<file path="src/rtl/mevq_pkg.sv">
package mevq_pkg;

    localparam int unsigned PC_W   = 32;
    localparam int unsigned ADDR_W = 32;

    typedef struct packed {
        logic [PC_W-1:0]   pc;
        logic [ADDR_W-1:0] addr;
        logic              pf_hit;
    } mev_t;

    localparam int unsigned MEV_W = $bits(mev_t);

    function automatic logic mev_fires(input logic missed, input logic tag_hit);
        return missed | tag_hit;
    endfunction

    function automatic mev_t mev_pack(input logic [PC_W-1:0] pc,
                                      input logic [ADDR_W-1:0] addr,
                                      input logic missed,
                                      input logic tag_hit);
        mev_t e;
        e.pc     = pc;
        e.addr   = addr;
        e.pf_hit = tag_hit & ~missed;
        return e;
    endfunction

    function automatic int unsigned idx_width(input int unsigned n);
        return (n <= 1) ? 1 : $clog2(n);
    endfunction

endpackage

</file>
<file path="src/rtl/mevq_delay.sv">
module mevq_delay
    import mevq_pkg::*;
#(
    parameter int unsigned STAGES = 4
) (
    input  logic clk,
    input  logic rst,
    input  logic in_valid,
    input  mev_t in_data,
    output logic out_valid,
    output mev_t out_data
);

    generate
        if (STAGES == 0) begin : g_pass
            assign out_valid = in_valid;
            assign out_data  = in_data;
        end else begin : g_pipe
            logic [STAGES-1:0] vld_q;
            mev_t              dat_q [STAGES];

            always_ff @(posedge clk) begin
                if (rst) begin
                    vld_q <= '0;
                end else begin
                    vld_q[0] <= in_valid;
                    for (int i = 1; i < int'(STAGES); i++) begin
                        vld_q[i] <= vld_q[i-1];
                    end
                end
            end

            always_ff @(posedge clk) begin
                dat_q[0] <= in_data;
                for (int i = 1; i < int'(STAGES); i++) begin
                    dat_q[i] <= dat_q[i-1];
                end
            end

            assign out_valid = vld_q[STAGES-1];
            assign out_data  = dat_q[STAGES-1];
        end
    endgenerate

endmodule

</file>
<file path="src/rtl/mevq_ring.sv">
module mevq_ring
    import mevq_pkg::*;
#(
    parameter int unsigned DEPTH = 20,
    parameter int unsigned CNT_W = 16,
    localparam int unsigned PW   = idx_width(DEPTH),
    localparam int unsigned QW   = $clog2(DEPTH + 1)
) (
    input  logic             clk,
    input  logic             rst,
    input  logic             push_valid,
    input  mev_t             push_data,
    input  logic             pop,
    output mev_t             head,
    output logic [QW-1:0]    count,
    output logic [CNT_W-1:0] drops
);

    mev_t             slots [DEPTH];
    logic [PW-1:0]    wr_q, rd_q;
    logic [QW-1:0]    cnt_q;
    logic [CNT_W-1:0] drop_q;
    logic             full, empty, do_pop, accept, discard;

    function automatic logic [PW-1:0] step(input logic [PW-1:0] p);
        return (p == PW'(DEPTH - 1)) ? '0 : p + PW'(1);
    endfunction

    assign full    = (cnt_q == QW'(DEPTH));
    assign empty   = (cnt_q == '0);
    assign do_pop  = pop & ~empty;
    assign accept  = push_valid & (~full | do_pop);
    assign discard = push_valid & ~accept;

    always_ff @(posedge clk) begin
        if (rst) begin
            wr_q   <= '0;
            rd_q   <= '0;
            cnt_q  <= '0;
            drop_q <= '0;
        end else begin
            if (accept) wr_q <= step(wr_q);
            if (do_pop) rd_q <= step(rd_q);
            case ({accept, do_pop})
                2'b10:   cnt_q <= cnt_q + QW'(1);
                2'b01:   cnt_q <= cnt_q - QW'(1);
                default: cnt_q <= cnt_q;
            endcase
            if (discard && drop_q != '1) drop_q <= drop_q + CNT_W'(1);
        end
    end

    always_ff @(posedge clk) begin
        if (accept) slots[wr_q] <= push_data;
    end

    assign head  = slots[rd_q];
    assign count = cnt_q;
    assign drops = drop_q;

endmodule

</file>
<file path="src/rtl/mevq_rdport.sv">
module mevq_rdport
    import mevq_pkg::*;
#(
    parameter int unsigned          IO_AW    = 16,
    parameter logic [IO_AW-1:0]     EVT_ADDR = '1,
    parameter int unsigned          LAT      = 5
) (
    input  logic             clk,
    input  logic             rst,
    input  logic             rd_req,
    input  logic [IO_AW-1:0] rd_addr,
    input  logic             q_empty,
    input  mev_t             q_head,
    output logic             q_pop,
    output logic             busy,
    output logic             rsp_valid,
    output mev_t             rsp_data
);

    logic pend_q, taken_q, accept;

    assign accept = rd_req & ~pend_q & (rd_addr == EVT_ADDR);
    assign q_pop  = pend_q & ~taken_q & ~q_empty;

    mevq_delay #(.STAGES(LAT - 1)) u_rsp_dly (
        .clk       (clk),
        .rst       (rst),
        .in_valid  (q_pop),
        .in_data   (q_head),
        .out_valid (rsp_valid),
        .out_data  (rsp_data)
    );

    always_ff @(posedge clk) begin
        if (rst) begin
            pend_q  <= 1'b0;
            taken_q <= 1'b0;
        end else if (rsp_valid) begin
            pend_q  <= 1'b0;
            taken_q <= 1'b0;
        end else begin
            if (accept) pend_q  <= 1'b1;
            if (q_pop)  taken_q <= 1'b1;
        end
    end

    assign busy = pend_q;

endmodule

</file>
<file path="src/rtl/miss_event_queue.sv">
module miss_event_queue
    import mevq_pkg::*;
#(
    parameter int unsigned      DEPTH    = 20,
    parameter int unsigned      LAT      = 5,
    parameter int unsigned      IO_AW    = 16,
    parameter logic [IO_AW-1:0] EVT_ADDR = 16'hFF00,
    parameter int unsigned      CNT_W    = 16,
    localparam int unsigned     QW       = $clog2(DEPTH + 1)
) (
    input  logic              clk,
    input  logic              rst,
    input  logic              commit_valid,
    input  logic              commit_missed,
    input  logic              commit_tag_hit,
    input  logic [PC_W-1:0]   commit_pc,
    input  logic [ADDR_W-1:0] commit_addr,
    input  logic              io_rd_req,
    input  logic [IO_AW-1:0]  io_rd_addr,
    output logic              io_busy,
    output logic              io_rsp_valid,
    output logic [PC_W-1:0]   io_rsp_pc,
    output logic [ADDR_W-1:0] io_rsp_addr,
    output logic              io_rsp_prefetch_hit,
    output logic [CNT_W-1:0]  drop_count
);

    logic          trig, arr_valid, q_pop;
    mev_t          trig_data, arr_data, q_head, rsp;
    logic [QW-1:0] q_count;

    assign trig      = commit_valid & mev_fires(commit_missed, commit_tag_hit);
    assign trig_data = mev_pack(commit_pc, commit_addr, commit_missed, commit_tag_hit);

    mevq_delay #(.STAGES(LAT - 1)) u_push_dly (
        .clk       (clk),
        .rst       (rst),
        .in_valid  (trig),
        .in_data   (trig_data),
        .out_valid (arr_valid),
        .out_data  (arr_data)
    );

    mevq_ring #(.DEPTH(DEPTH), .CNT_W(CNT_W)) u_ring (
        .clk        (clk),
        .rst        (rst),
        .push_valid (arr_valid),
        .push_data  (arr_data),
        .pop        (q_pop),
        .head       (q_head),
        .count      (q_count),
        .drops      (drop_count)
    );

    mevq_rdport #(.IO_AW(IO_AW), .EVT_ADDR(EVT_ADDR), .LAT(LAT)) u_rd (
        .clk       (clk),
        .rst       (rst),
        .rd_req    (io_rd_req),
        .rd_addr   (io_rd_addr),
        .q_empty   (q_count == '0),
        .q_head    (q_head),
        .q_pop     (q_pop),
        .busy      (io_busy),
        .rsp_valid (io_rsp_valid),
        .rsp_data  (rsp)
    );

    assign io_rsp_pc           = rsp.pc;
    assign io_rsp_addr         = rsp.addr;
    assign io_rsp_prefetch_hit = rsp.pf_hit;

endmodule

</file>
<file path="config.mk">
export PLATFORM = sky130hd
export DESIGN_NAME = miss_event_queue
export DESIGN_NICKNAME = d
export VERILOG_FILES = /design/src/rtl/mevq_pkg.sv /design/src/rtl/mevq_delay.sv /design/src/rtl/mevq_ring.sv /design/src/rtl/mevq_rdport.sv /design/src/rtl/miss_event_queue.sv
export SDC_FILE = /design/constraint.sdc
export NUM_CORES = 1
export LEC_CHECK = 0
export BUFFER_PORTS_ARGS = -buffer_cell sky130_fd_sc_hd__buf_2
export CORE_MARGIN = 2
export CORE_UTILIZATION = 50
export DETAILED_ROUTE_END_ITERATION = 8
export PLACE_DENSITY = 0.7
export SLEW_MARGIN = 20
export SYNTH_ARGS = -nofsm -noshare
export SYNTH_HDL_FRONTEND = slang
export SYNTH_SLANG_ARGS = --single-unit
</file>
<file path="constraint.sdc">
create_clock -name clk -period 4.3 [get_ports clk]
set_input_delay 0.645 -clock clk [delete_from_list [all_inputs] [get_ports clk]]
set_output_delay 0.645 -clock clk [all_outputs]
set_load 0.01 [all_outputs]
</file>
==> impl_metrics.env, run 1 <==
export IMPL_outcome="finished clean"
export IMPL_drt_vias_per_instance=5.58
export IMPL_grt_max_degree=74
export IMPL_pin_count=169
export IMPL_clock_skew_ns=0.0242
export IMPL_design_area_um2=72000
export IMPL_synth_avg_cell_area_um2=20.2
export IMPL_cts_htree_levels=4
export IMPL_setup_tns_final_ns=0
export IMPL_fin_cells=5202
export IMPL_gp_congestion=0.758
export IMPL_initial_core_util=0.503
export IMPL_power_density_nw_per_um2=490
export IMPL_grt_first_pass_wirelength_mm=185
export IMPL_path_clk_slew_ns=0.06
export IMPL_yosys_most_used_dff="edfxtp_1"
export IMPL_slew_headroom=0.305
export IMPL_die_height_um=356
export IMPL_grtUsageTotal=0.196
export IMPL_max_cap_violations=0
export IMPL_synth_seq_cells=1866
export IMPL_cp_top_family="simple AND/OR/NAND/NOR gates"
export IMPL_crit_arrival_ns=3.60
export IMPL_drt_iter0_drc=2530
export IMPL_grt_overflow=0
export IMPL_worstSetupPathType="reg -> reg"
export IMPL_seq_area_frac_synth=0.812
export IMPL_utilization=0.584
export IMPL_drc_errors=0
export IMPL_timing_critical_path_buf_inv=1
export IMPL_hp_start="commit_tag_hit"
export IMPL_grt_setup_unrepaired="false"
export IMPL_synth_edf_count=1300
export IMPL_cts_resized=0
export IMPL_drive_gt1_frac=0.282
export IMPL_dp_cells=4797
export IMPL_portBuffers=168
export IMPL_clk_latency_ns=0.80
export IMPL_cts_buffers=181
export IMPL_first_global_vias=29641
export IMPL_antenna_found_initial=2
export IMPL_die_x_um=356
export IMPL_path_cells="nor2b_1 > o31a_1 > nand2_1 > nor2_4 > buf_12"
export IMPL_routed_wirelength_mm=123
export IMPL_cts_tree="done"
export IMPL_vias=29044
export IMPL_fmax_ghz=0.320
export IMPL_ant_nets=0
export IMPL_firstDrtPassIters=7
export IMPL_slew_violations=0
export IMPL_cp_max_fo=23
export IMPL_hpwl_mm=65.9
export IMPL_hold_violations=0
export IMPL_reg2reg_depth=5
export IMPL_die_area_um2=127000
export IMPL_synth_area_um2=62000
export IMPL_seq_area_um2=50400
export IMPL_startpoint_type="register"
export IMPL_period_share=0.726
export IMPL_cp_required_ns=4.78
export IMPL_detail_route_wl_per_cell_um=23.7
export IMPL_synth_cell_types=47
export IMPL_cpMaxStageDelayCell="nor2_4"
export IMPL_setup_viol=0
export IMPL_cts_root_buf="clkbuf_16"
export IMPL_async_flop_share=0
export IMPL_core_area_um2=123000
export IMPL_tightest_slew_ns=1.04
export IMPL_place_area_um2=65400
export IMPL_hold_path_class="in -> reg"
export IMPL_yosysWarnings=0
export IMPL_p_leak_uw=0.0236
export IMPL_critPathCaptureType="register"
export IMPL_syn_nets=3161
export IMPL_num_antenna_cells=0
export IMPL_multi_input_area_um2=11300
export IMPL_rrSetupSlack_ns=1.18
export IMPL_slowest_delay_ns=0.92
export IMPL_finalNetCount=3504
export IMPL_syn2layout_area_growth_pct=16.0
export IMPL_r2r_start="u_rd.busy"
export IMPL_clock_path_buffers=3
export IMPL_n_fill_cell=8850
export IMPL_cts_sinks=1866
export IMPL_hold_end="u_push_dly.g_pipe.dat_q[0][0]"
export IMPL_floorplan_rows=129
export IMPL_whs_path_depth=2
export IMPL_ir_drop_uv=389
export IMPL_min_period_ns=3.12
export IMPL_worstReg2RegEnd="u_ring.slots[4][56]"
export IMPL_syn_inst=3065
[worst max-delay path by stage]
stage,from,end,slack [ns],cells past startpoint
detailed placement,u_rd.busy,u_ring.slots[4][53],1.21,5
global route,u_rd.busy,u_ring.slots[4][56],0.98,5
CTS,u_rd.busy,u_ring.slots[4][56],1.17,5
floorplan,u_rd.busy,u_ring.slots[11][0],-0.06,4
finish,u_rd.busy,u_ring.slots[4][56],1.18,5
global placement,u_rd.busy,u_ring.slots[4][52],1.23,5
[report_power, final]
group	switching (uW)	internal [uW]	total [uW]	leakage [uW]
clock	6550	9040	15600	0.00294
combinational	42.6	79.3	122	0.00426
sequential	212	19300	19600	0.0164
total	6800	28500	35300	0.0236
[through the flow]
step	power [uW]	hold slack, ns	setup WS, ns
2_1_floorplan	19900	0.310	-0.0561
3_3_place_gp	20000	0.310	1.23
3_5_place_dp	20000	0.312	1.21
4_1_cts	35600	0.000219	1.17
5_1_grt	36300	0.0377	0.983
6_report	35300	0.0668	1.18
[sequential cells by signal, summed over array words and instances (netlist names), named ones only]
name / flops
u_push_dly.g_pipe.dat_q: 260
u_push_dly.g_pipe.vld_q: 4
u_rd.busy: 1
u_rd.taken_q: 1
u_rd.u_rsp_dly.g_pipe.dat_q: 260
u_rd.u_rsp_dly.g_pipe.vld_q: 4
u_ring.count: 5
u_ring.drops: 16
u_ring.rd_q: 5
u_ring.slots: 1300
u_ring.wr_q: 5
[placed cells by master, fill, tap and decap left out, drive strengths merged, types with 5 or more instances in the layout]
master       count
a21oi           17
a22oi           65
buf            236
bufinv           8
clkbuf         273
clkinv          40
dfxtp          566
dlygate4sd3     65
edfxtp        1300
ha               9
inv             24
mux2           260
mux2i           69
mux4           195
nand2           27
nand3            9
nand4            7
nor2           105
nor2b           15
nor3             6
nor4             5
o21ai           74
o22ai          130
o31ai            5
or3              9
or4              7
xnor2            8
[synthesized netlist by cell type, types with 17 or more instances]
cell / n / area share
a22oi_1: 65 / 0.0079
buf_1: 38 / 0.0023
nor2_1: 105 / 0.0064
o22ai_1: 130 / 0.013
clkbuf_1: 100 / 0.0061
o21ai_0: 74 / 0.0060
dfxtp_1: 566 / 0.18
mux2i_1: 69 / 0.011
mux4_2: 195 / 0.071
nand2_1: 27 / 0.0016
edfxtp_1: 1300 / 0.63
a21oi_1: 17 / 0.0014
mux2_2: 260 / 0.047
[kinds of logic (layout without fill, tap and decap cells)]
| family | after synthesis | in the layout | share of synthesized area |
|---|---|---|---|
| and+or+nand+nor | 207 | 207 | 0.0158 |
| buffers and inverters | 147 | 647 | 0.00906 |
| AOI/OAI and AO/OA | 300 | 300 | 0.0302 |
| muxes | 524 | 524 | 0.129 |
| adders and majority gates | 10 | 10 | 0.00214 |
| DFF | 1866 | 1866 | 0.812 |
| xor gates and xnor gates | 11 | 11 | 0.00155 |
[layout make-up]
type / count / share of cell area
multi-input cells: 1052 / 0.156
clock inverters: 67 / 0.00875
repair buffers: 301 / 0.0322
flip-flops and latches: 1866 / 0.700
clock buffers: 273 / 0.0737
well taps: 1637 / 0.0285
inverters: 6 / 0.000330
[per-layer routing]
layer  vias to the layer above  GRT usage  part of all wire  wire length [um]
li1                      12814          -                 -                 -
met1                     15111      0.273              0.43             52800
met2                       923      0.314              0.49             59800
met3                       196     0.0405             0.062              7640
met4                         0     0.0562             0.023              2820
met5                         -          0                 0                 0
[timing repair]
action                                 4_1_cts  5_1_grt
setup endpoints to repair                    0        0
hold buffers                                65        0
setup buffers                                0        0
endpoints found under the hold margin       65        0
Note: power is estimated with default switching activity, not from simulation.
==> run 2, diff against run 1 <==
- ABC_AREA: default -> 1
- PLACE_DENSITY: 0.7 -> 0.67
- clock period: 4.3 -> 3.1 ns (I/O delays scaled with it)
==> run 2 against run 1 <==
  * Sequential share of layout area shrank 2.0 points
  * Die area increased by 4.1%
  * Final area increased by 2.9%
  * Sequential cell count did not move
  * Hold slack worse by 0.025 ns
  * Cell count rose by 38%
  * Via count up 33%
  * Area after synthesis rose by 4.2%
  * Register-to-register slack worse by 0.49 ns
  * Clock-buffer cell count down 6
  * Clock skew is 0.025 ns higher
  * Largest power group unchanged
==> impl_metrics.env, run 2 <==
export IMPL_die_area_um2=132000
export IMPL_pin_count=169
export IMPL_synth_cell_types=28
export IMPL_yosys_top_cells_area="edfxtp_1 60%, dfxtp_1 18%, nand2_1 9.5%"
export IMPL_cpMostUsedCell="nor2_2"
export IMPL_syn_nets=5214
export IMPL_cts_htree_levels=4
export IMPL_drive_gt1_frac=0.105
export IMPL_routed_wirelength_mm=139
export IMPL_syn2layout_area_growth_pct=14.6
export IMPL_clock_skew_ns=0.0493
export IMPL_place_area_um2=67400
export IMPL_setup_viol=0
export IMPL_grt_first_pass_wirelength_mm=215
export IMPL_grt_setup_unrepaired="false"
export IMPL_gp_congestion=0.793
export IMPL_drt_vias_per_instance=5.38
export IMPL_path_cells="nor2_2 > nand2_1 > nor2_2 > nor2_2 > nand2_1 > nor2_4 > buf_4"
export IMPL_grt_max_degree=160
export IMPL_worstReg2RegEnd="u_ring.slots[2][30]"
export IMPL_p_leak_uw=0.0274
export IMPL_detail_route_wl_per_cell_um=19.4
export IMPL_outcome="finished clean"
export IMPL_portBuffers=168
export IMPL_cp_num_cells=7
export IMPL_startpoint_type="register"
export IMPL_yosysTopAreaCell="edfxtp_1"
export IMPL_power_density_nw_per_um2=659
export IMPL_cts_resized=0
export IMPL_critPathLaunch="u_ring.count[0]"
export IMPL_design_area_um2=74100
export IMPL_min_period_ns=2.41
export IMPL_largest_reg_flops=1300
export IMPL_most_common_layout_cells="1640 x nand2_1, 1300 x edfxtp_1, 807 x nand3_1"
export IMPL_synth_top_area_frac=0.604
export IMPL_yosys_most_used_dff="edfxtp_1"
export IMPL_slowest_delay_ns=0.52
export IMPL_clock_path_buffers=3
export IMPL_synthTopCellsByCount="1640 x nand2_1, 1300 x edfxtp_1, 807 x nand3_1"
export IMPL_path_clk_slew_ns=0.06
export IMPL_utilization=0.579
export IMPL_slew_headroom=0.377
export IMPL_rrSetupSlack_ns=0.69
export IMPL_synth_most_common_cell="nand2_1"
export IMPL_syn_inst=5118
export IMPL_async_flop_share=0
export IMPL_crit_arrival_ns=2.90
export IMPL_finalNetCount=5434
export IMPL_synth_area_um2=64600
export IMPL_ant_nets=0
export IMPL_crit_path_end="u_ring.slots[2][30]"
export IMPL_final_common_cell="nand2_1"
export IMPL_cp_required_ns=3.60
export IMPL_cts_root_buf="clkbuf_16"
export IMPL_critPathCaptureType="register"
export IMPL_cpMaxStageDelayCell="nor2_4"
export IMPL_antenna_found_initial=1
export IMPL_r2r_start="u_ring.count[0]"
export IMPL_tightest_slew_ns=0.934
export IMPL_slew_violations=0
export IMPL_drc_errors=0
export IMPL_hold_violations=0
export IMPL_seq_area_frac_synth=0.780
export IMPL_reg2reg_depth=7
export IMPL_ir_drop_uv=524
export IMPL_initial_core_util=0.505
export IMPL_synth_seq_cells=1866
export IMPL_reg_largest_list="u_ring.slots: 1300 flops, u_push_dly.g_pipe.dat_q: 260 flops, u_rd.u_rsp_dly.g_pipe.dat_q: 260 flops"
export IMPL_hpwl_mm=68.5
export IMPL_floorplan_rows=131
export IMPL_largest_register="u_ring.slots"
export IMPL_die_x_um=363
export IMPL_worstSetupPathType="reg -> reg"
export IMPL_cts_buffers=180
export IMPL_grt_overflow=0
export IMPL_max_cap_violations=0
export IMPL_period_share=0.776
export IMPL_cp_max_fo=13
export IMPL_die_height_um=363
export IMPL_synth_edf_count=1300
export IMPL_clk_latency_ns=0.82
export IMPL_drt_iter0_drc=3994
export IMPL_synth_avg_cell_area_um2=12.6
export IMPL_first_global_vias=38000
export IMPL_core_area_um2=128000
export IMPL_cp_top_family="simple AND/OR/NAND/NOR gates"
export IMPL_cts_tree="done"
export IMPL_yosysWarnings=0
export IMPL_timing_critical_path_buf_inv=1
export IMPL_hold_path_class="in -> reg"
export IMPL_cts_sinks=1866
export IMPL_grtUsageTotal=0.211
export IMPL_vias=38492
export IMPL_fmax_ghz=0.416
export IMPL_firstDrtPassIters=6
run 2: cell count changes after synthesis, moves of 37 or more:
cell,delta
o22ai_1,-65
inv_1,+37
mux4_2,-195
o21ai_0,+66
mux2_2,-260
nor2_1,+98
a22oi_1,-65
buf_2,+116
mux2i_1,-69
nand2_1,+1613
nand3_1,+798
buf_4,+44
run 2: cells by family (layout without fill, tap and decap cells):
group / Yosys count / in the layout / share of synthesized area
xor gates and xnor gates: 9 / 9 / 0.00122
other: 0 / 1 / 0
buffers and inverters: 326 / 703 / 0.0259
DFF: 1866 / 1866 / 0.780
adders and majority gates: 10 / 10 / 0.00205
AOI/OAI and AO/OA: 236 / 236 / 0.0196
and+or+nand+nor: 2671 / 2671 / 0.172
run 2: stage by stage:
stage | power (uW) | hold WS (ns) | setup TNS, ns | instances | setup WS (ns)
final | 48800 | 0.0420 | 0 | 7158 | 0.694
after detailed placement | 27800 | 0.312 | 0 | 6750 | 0.710
after global placement | 27800 | 0.311 | 0 | 6750 | 0.722
after global routing | 50300 | 0.0457 | 0 | 7157 | 0.428
after CTS | 49300 | 0.00426 | 0 | 7157 | 0.693
after floorplan | 27600 | 0.310 | -317.32 | 5118 | -1.08
run 2: what timing repair did:
item | 4_1_cts | 5_1_grt
buffers inserted | 0 | 0
endpoints found under the hold margin | 66 | 0
hold buffers | 68 | 0
endpoints found under the setup margin | 0 | 0
run 2: area by class of cell:
type,instances,area [um^2]
clock inverters,72,673
well taps,1662,2080
fillers,10010,53800
flip-flops and latches,1866,50400
diodes,1,2.50
inverters,46,193
clock buffers,267,5280
multi-input cells,2926,12700
repair buffers,318,2740
run 2: worst reg2reg max path, cell delays in order (launching register included):
cell and delay [ns]:
dfxtp_1 0.43, nor2_2 0.09, nand2_1 0.09, nor2_2 0.06
nor2_2 0.22, nand2_1 0.35, nor2_4 0.52, buf_4 0.33
run 2: where the power goes:
group          switching, uW  internal, uW
clock network           9330         12200
registers                280         26800
logic                   78.2           117
total                   9690         39100
run 2: routing by layer:
metal,vias up,GRT usage,routed length [um]
li1,18157,-,-
met1,18793,0.289,59700
met2,1295,0.341,66200
met3,247,0.0407,9760
met4,0,0.0700,3440
met5,-,0,0
run 2: worst min-delay path by stage:
stage | start | endpoint | slack (ns) | cells after the start
2_1_floorplan | u_push_dly.g_pipe.dat_q[0][0] | u_push_dly.g_pipe.dat_q[1][0] | 0.31 | 0
3_3_place_gp | u_rd.u_rsp_dly.g_pipe.dat_q[1][49] | u_rd.u_rsp_dly.g_pipe.dat_q[2][49] | 0.31 | 0
3_5_place_dp | u_push_dly.g_pipe.dat_q[0][54] | u_push_dly.g_pipe.dat_q[1][54] | 0.31 | 0
4_1_cts | io_rd_addr[4] | u_rd.busy | 0.004 | 4
5_1_grt | io_rd_addr[5] | u_rd.busy | 0.05 | 4
6_report | io_rd_addr[4] | u_rd.busy | 0.04 | 4
